**config.mk**
```make
export PLATFORM = sky130hd
export DESIGN_NAME = scanout_addr_gen
export DESIGN_NICKNAME = d
export VERILOG_FILES = /design/src/rtl/scan_pkg.sv /design/src/rtl/scan_line_tracker.sv /design/src/rtl/scan_fetch_seq.sv /design/src/rtl/scanout_addr_gen.sv
export SDC_FILE = /design/constraint.sdc
export NUM_CORES = 1
export LEC_CHECK = 0
export ABC_AREA = 0
export BUFFER_PORTS_ARGS = -buffer_cell sky130_fd_sc_hd__buf_2
export CORE_MARGIN = 3
export CORE_UTILIZATION = 25
export CTS_BUF_LIST = sky130_fd_sc_hd__clkbuf_4 sky130_fd_sc_hd__clkbuf_8
export DETAILED_ROUTE_END_ITERATION = 10
export PLACE_DENSITY_LB_ADDON = 0.05
export SLEW_MARGIN = 10
export SYNTH_ARGS = -nofsm -noshare
export SYNTH_HDL_FRONTEND = slang
export SYNTH_SLANG_ARGS = --single-unit
export TNS_END_PERCENT = 1
```
**constraint.sdc**
```tcl
create_clock -name clk -period 2.7 [get_ports clk]
set_clock_uncertainty 0.2 [all_clocks]
set_input_delay 0.135 -clock clk [delete_from_list [all_inputs] [get_ports clk]]
set_output_delay 0.135 -clock clk [all_outputs]
set_load 0.01 [all_outputs]
```
**src/rtl/scan_pkg.sv**
```systemverilog
package scan_pkg;
  localparam int STEP_W = 3;

  function automatic logic [STEP_W-1:0] fetch_step(input logic chain4);
    return chain4 ? 3'd4 : 3'd1;
  endfunction
endpackage

```
**src/rtl/scan_line_tracker.sv**
```systemverilog
module scan_line_tracker #(
  parameter int ADDR_W = 20,
  parameter int LINE_W = 11
) (
  input  logic              clk,
  input  logic              rst,
  input  logic              frame_sof,
  input  logic              line_sol,
  input  logic [ADDR_W-1:0] start_offset,
  input  logic [ADDR_W-1:0] stride,
  input  logic [LINE_W-1:0] split_line,
  input  logic              split_en,
  input  logic              dbl_en,
  output logic              line_start,
  output logic [ADDR_W-1:0] nxt_base,
  output logic              repeat_line
);
  logic [LINE_W-1:0] line_cnt;
  logic [LINE_W-1:0] nxt_cnt;
  logic [ADDR_W-1:0] line_base;
  logic              started;
  logic              hold;
  logic              split_hit;

  assign line_start = line_sol & ~frame_sof;

  always_comb begin
    nxt_cnt   = started ? line_cnt + 1'b1 : '0;
    hold      = dbl_en & nxt_cnt[0];
    split_hit = split_en & (nxt_cnt == split_line);
    if (split_hit)
      nxt_base = '0;
    else if (!started || hold)
      nxt_base = line_base;
    else
      nxt_base = line_base + stride;
  end

  always_ff @(posedge clk) begin
    if (rst) begin
      line_cnt    <= '0;
      line_base   <= '0;
      started     <= 1'b0;
      repeat_line <= 1'b0;
    end else if (frame_sof) begin
      line_cnt    <= '0;
      line_base   <= start_offset;
      started     <= 1'b0;
      repeat_line <= 1'b0;
    end else if (line_sol) begin
      line_cnt    <= nxt_cnt;
      line_base   <= nxt_base;
      started     <= 1'b1;
      repeat_line <= hold;
    end
  end

  // no repeat flag on a line begun without doubling
  p_no_repeat_r7: assert property (@(posedge clk) disable iff (rst)
    (line_start && !dbl_en) |=> !repeat_line);

  // frame start clears the repeat flag
  p_sof_clears_r9: assert property (@(posedge clk) disable iff (rst)
    frame_sof |=> (!repeat_line && !started));

  // the second line of a doubled pair keeps the base
  p_hold_r6: assert property (@(posedge clk) disable iff (rst)
    (line_start && started && dbl_en && !line_cnt[0] &&
     !(split_en && (line_cnt + 1'b1) == split_line))
    |=> (line_base == $past(line_base)));

  // a split-screen hit on the output line count zeroes the base
  p_split_r8: assert property (@(posedge clk) disable iff (rst)
    (line_start && started && split_en && (line_cnt + 1'b1) == split_line)
    |=> (line_base == '0));
endmodule

```
**src/rtl/scan_fetch_seq.sv**
```systemverilog
module scan_fetch_seq
  import scan_pkg::*;
#(
  parameter int ADDR_W  = 20,
  parameter int FETCHES = 8
) (
  input  logic              clk,
  input  logic              rst,
  input  logic              frame_sof,
  input  logic              line_start,
  input  logic [ADDR_W-1:0] base_in,
  input  logic              chain4_en,
  output logic [ADDR_W-1:0] fetch_addr,
  output logic              fetch_valid
);
  localparam int LEFT_W = (FETCHES > 1) ? $clog2(FETCHES) : 1;
  localparam logic [LEFT_W-1:0] LAST = LEFT_W'(FETCHES - 1);

  logic [LEFT_W-1:0] left;
  logic [STEP_W-1:0] step_q;

  always_ff @(posedge clk) begin
    if (rst) begin
      fetch_addr  <= '0;
      fetch_valid <= 1'b0;
      left        <= '0;
      step_q      <= '0;
    end else if (frame_sof) begin
      fetch_valid <= 1'b0;
      left        <= '0;
    end else if (line_start) begin
      fetch_addr  <= base_in;
      fetch_valid <= 1'b1;
      left        <= LAST;
      step_q      <= fetch_step(chain4_en);
    end else if (fetch_valid) begin
      if (left == '0) begin
        fetch_valid <= 1'b0;
      end else begin
        fetch_addr <= fetch_addr + ADDR_W'(step_q);
        left       <= left - 1'b1;
      end
    end
  end

  // address spacing inside a burst
  p_step_r5: assert property (@(posedge clk) disable iff (rst)
    (fetch_valid && left != '0 && !line_start && !frame_sof)
    |=> (fetch_addr == $past(fetch_addr) + ADDR_W'(step_q)));

  // burst ends after its last fetch
  p_burst_end_r4: assert property (@(posedge clk) disable iff (rst)
    (fetch_valid && left == '0 && !line_start && !frame_sof) |=> !fetch_valid);

  // frame start stops fetching
  p_sof_idle_r9: assert property (@(posedge clk) disable iff (rst)
    frame_sof |=> !fetch_valid);

  // a line start always yields a fetch from the new base
  p_restart_r10: assert property (@(posedge clk) disable iff (rst)
    line_start |=> (fetch_valid && fetch_addr == $past(base_in)));
endmodule

```
**src/rtl/scanout_addr_gen.sv**
```systemverilog
module scanout_addr_gen #(
  parameter int ADDR_W  = 20,
  parameter int LINE_W  = 11,
  parameter int FETCHES = 8
) (
  input  logic              clk,
  input  logic              rst,
  input  logic              frame_sof,
  input  logic              line_sol,
  input  logic [ADDR_W-1:0] start_offset,
  input  logic [ADDR_W-1:0] stride,
  input  logic [LINE_W-1:0] split_line,
  input  logic              split_en,
  input  logic              dbl_en,
  input  logic              chain4_en,
  output logic [ADDR_W-1:0] fetch_addr,
  output logic              fetch_valid,
  output logic              repeat_line
);
  logic              line_start;
  logic [ADDR_W-1:0] nxt_base;

  scan_line_tracker #(.ADDR_W(ADDR_W), .LINE_W(LINE_W)) u_track (
    .clk(clk), .rst(rst), .frame_sof(frame_sof), .line_sol(line_sol),
    .start_offset(start_offset), .stride(stride), .split_line(split_line),
    .split_en(split_en), .dbl_en(dbl_en), .line_start(line_start),
    .nxt_base(nxt_base), .repeat_line(repeat_line)
  );

  scan_fetch_seq #(.ADDR_W(ADDR_W), .FETCHES(FETCHES)) u_fetch (
    .clk(clk), .rst(rst), .frame_sof(frame_sof), .line_start(line_start),
    .base_in(nxt_base), .chain4_en(chain4_en),
    .fetch_addr(fetch_addr), .fetch_valid(fetch_valid)
  );

  // quiet outputs right after reset
  p_reset_r1: assert property (@(posedge clk)
    rst |=> (!fetch_valid && !repeat_line && fetch_addr == '0));
endmodule

```
==> run_results.csv <==
group,metric,value,unit
logic_synthesis,mappedNetlistNets,690,
final_layout,area.growth.synth_to_final,37.1,%
worst_setup_path,worst_setup_path_end_kind,"register",
worst_setup_path,crit_path_top_delay_cell,"dfxtp_2",
global_routing,groute.usage.overall,17.3,%
pwr,ir_worst_vdd,0.000189,V
drt,detail_route.first_pass.iterations,4,
cts,cts_max_path_buffers,2,
cts,cts_made_buffers,9,
sta,max_slew_margin,56.2,%
placed_design,gp_routability_congestion,0.822,
logic_synthesis,synth.yosys.seq_area_share,26.4,%
worst_setup_path,timing.critical_path.required,2.73,ns
placed_design,detailedPlacementHpwl,12700,um
pwr,finalPower,2380,uW
global_routing,grt_antenna_before_repair,1,
worst_setup_path,cp.arrival,2.70,ns
cts,tritoncts_num_sinks,59,
final_layout,final_cell_mix,"80 x nand2_1, 79 x buf_2, 78 x a21oi_1",
logic_synthesis,postSynthAreaPerCell,7.39,um2
worst_setup_path,worstSetupPathType,"register to register",
pwr,power.leakage,0.00258,uW
global_routing,grt_pass1_vias,5136,
logic_synthesis,synthDistinctLibCells,69,
final_layout,drive_above_1_share,28.5,%
worst_setup_path,critical_path.max_fanout,2,
drt,ant_nets,0,
hold_path,min-delay-path-class,"primary input to register",
sta,period_share,99.0,%
worst_setup_path,worst_setup_path_start_kind,"register",
drt,route.vias.total,4979,
sta,timing.final.max_slew_violations,0,
cts,cts_root_buffer,"clkbuf_8",
job,reported_max_cap_violation_count,0,
floorplan,start_util,25.7,%
placed_design,io_buffer_count,79,
floorplan,num_rows,48,
floorplan,dieArea,19600,um2
drt,detail_route.wirelength,16600,um
worst_setup_path,crit_chain,"ha_4, inv_2, fa_2, nor2b_2, o211ai_1, a31oi_2, buf_4, o41ai_4, nor2_2, mux2_4, o21ai_4, a21oi_1",
drt,drt_iter0_markers,194,
sta,setup_violating_endpoint_count_in_the_final_report,0,
floorplan,die_width,140,um
logic_synthesis,yosysWarningCount,0,
hold_path,worst_hold_path.num_cells,5,
logic_synthesis,synth-async-reset-ratio,0,%
sta,rsz0062_at_grt,"true",
sta,period_minus_slack,2.67,ns
sta,finalHoldViolCount,0,
floorplan,die_height,140,um
drt,routed_wire_length_per_instance,16.9,um
worst_setup_path,worstRegToRegCells,12,
cts,clkTransAtPathRegs,0.08,ns
drt,drc_errors,0,
logic_synthesis,synth_enable_flop_cells,0,
cts,worstSkewPairLatency,0.35,ns
logic_synthesis,synth.cell_area,4480,um2
cts,cts_tree,"yes",
worst_setup_path,slowest_delay,0.36,ns
drt,vias_per_cell,5.07,
sta,fmax,0.374,GHz
final_layout,final_cell_area,6140,um2
global_routing,grt_overflow_total,0,
sta,worst_pin_slew,0.656,ns
cts,htree_levels,3,
global_routing,grt_first_pass_wirelength,27100,um
global_routing,grt_start_max_net_pins,34,
placed_design,dpl_cell_area,5510,um2
floorplan,core_region_area,17400,um2
pwr,power-per-cell-area,388,nW/um2
final_layout,nets,837,
final_layout,antennaDiodeCount,0,
floorplan,io_pins,80,
final_layout,final_common_cell,"nand2_1",
logic_synthesis,synth_top_flop_cell,"dfxtp_1",
logic_synthesis,ys_seq_elements,59,
logic_synthesis,synthCells,606,
outcome,status,"completed",
==> worst max-delay path, delay by kind of cell (launching register included) <==
kind                     cells  cell delay, ns
AND/OR/NAND/NOR              2            0.28
flip-flops                   1            0.36
buffers and inverters        2            0.18
AO/OA/AOI/OAI                5            0.73
multiplexers                 1            0.32
adder cells (fa/ha/maj)      2            0.48
==> sequential cells by signal, indices dropped and copies added, names as in the netlist <==
name / count
u_track.line_cnt: 11
u_track.repeat_line: 1
u_track.started: 1
u_fetch.fetch_valid: 1
u_track.line_base: 20
u_fetch.fetch_addr: 20
u_fetch.step_q: 2
u_fetch.left: 3
==> layout make-up <==
cell class | count | area, um2
clock buffer | 10 | 138
inverter | 17 | 63.8
timing repair buffer | 168 | 1130
sequential | 59 | 1190
multi-input combinational | 498 | 3270
clock inverter | 6 | 63.8
tap | 225 | 282
fill | 1920 | 11300
==> final timing paths <==
path                              from                    end  slack (ns)
setup / recovery  u_track.line_base[0]  u_track.line_base[18]        0.03
hold / removal                  dbl_en    u_track.repeat_line        0.03
setup reg to reg  u_track.line_base[0]  u_track.line_base[18]        0.03
hold reg to reg      u_fetch.step_q[2]      u_fetch.step_q[2]        0.27
==> Yosys cell counts, types with 2 or more instances <==
cell type | count | area [um2]
a21oi_1 | 84 | 420
nand2_1 | 80 | 300
dfxtp_1 | 59 | 1180
o21ai_0 | 45 | 225
nor2_1 | 42 | 158
and3_1 | 29 | 181
clkbuf_1 | 26 | 97.6
ha_1 | 25 | 313
nand3_1 | 19 | 95.1
inv_1 | 17 | 63.8
xor2_1 | 13 | 114
a31oi_1 | 12 | 75.1
xnor2_1 | 12 | 105
nor3_1 | 10 | 50.1
a22oi_1 | 9 | 67.6
nor4_1 | 8 | 50.1
a21o_1 | 7 | 52.6
o211ai_1 | 7 | 52.6
and2_1 | 6 | 37.5
nand2b_1 | 6 | 37.5
nand4_1 | 6 | 37.5
o21ai_1 | 6 | 30.0
o21a_1 | 5 | 37.5
a221oi_1 | 3 | 26.3
buf_1 | 3 | 11.3
mux2_2 | 3 | 33.8
mux2i_1 | 3 | 30.0
nor2b_1 | 3 | 18.8
o211a_1 | 3 | 30.0
or3_1 | 3 | 18.8
a211oi_1 | 2 | 15.0
a21boi_0 | 2 | 15.0
a311oi_1 | 2 | 17.5
and4_1 | 2 | 17.5
buf_6 | 2 | 22.5
nand4b_1 | 2 | 17.5
nor3b_1 | 2 | 15.0
o2111ai_1 | 2 | 17.5
o211ai_2 | 2 | 25.0
o21ai_2 | 2 | 17.5
o22ai_1 | 2 | 12.5
o31a_1 | 2 | 17.5
o31ai_1 | 2 | 15.0
==> where the power goes <==
group | internal, uW | leakage, uW | switching [uW] | total, uW
clock network | 451 | 0.0000987 | 406 | 857
logic | 263 | 0.00200 | 326 | 589
registers | 904 | 0.000485 | 32.3 | 936
total | 1620 | 0.00258 | 764 | 2380
==> kinds of logic after synthesis <==
group,synth area share (%)
fa+ha+maj,7.43
xor+xnor,5.75
simple gates,24.8
mux,1.42
flops,26.4
compound gates,29.8
buf+inv,4.47
==> metal layers <==
metal  GRT usage, %  vias to the layer above  wire, um
li1               -                     2516         -
met1           19.7                     2361      6940
met2           32.7                       81      8800
met3           2.96                       19       549
met4           5.00                        2       257
met5              0                        -        18
==> stage by stage <==
step / instances / TNS [ns] / worst slack [ns] / hold WS (ns) / util (%)
2_1_floorplan: 606 / 0 / 0.129 / 0.0710 / -
3_3_place_gp: 943 / -0.876 / -0.144 / 0.195 / 31.6
3_5_place_dp: 943 / -1.01 / -0.170 / 0.204 / 31.6
4_1_cts: 981 / -0.0849 / -0.0329 / 0.0354 / 34.2
5_1_grt: 983 / -0.862 / -0.0855 / 0.0885 / 35.3
6_report: 983 / 0 / 0.0274 / 0.0344 / 35.3
==> repair_timing <==
item,CTS,global route
endpoints found under the hold margin,23,0
endpoints found under the setup margin,13,36
pin swaps,4,12
buffers inserted,0,2
resized for setup,7,36
hold buffers,22,0
No activity file was read; power rests on OpenSTA's default activity.
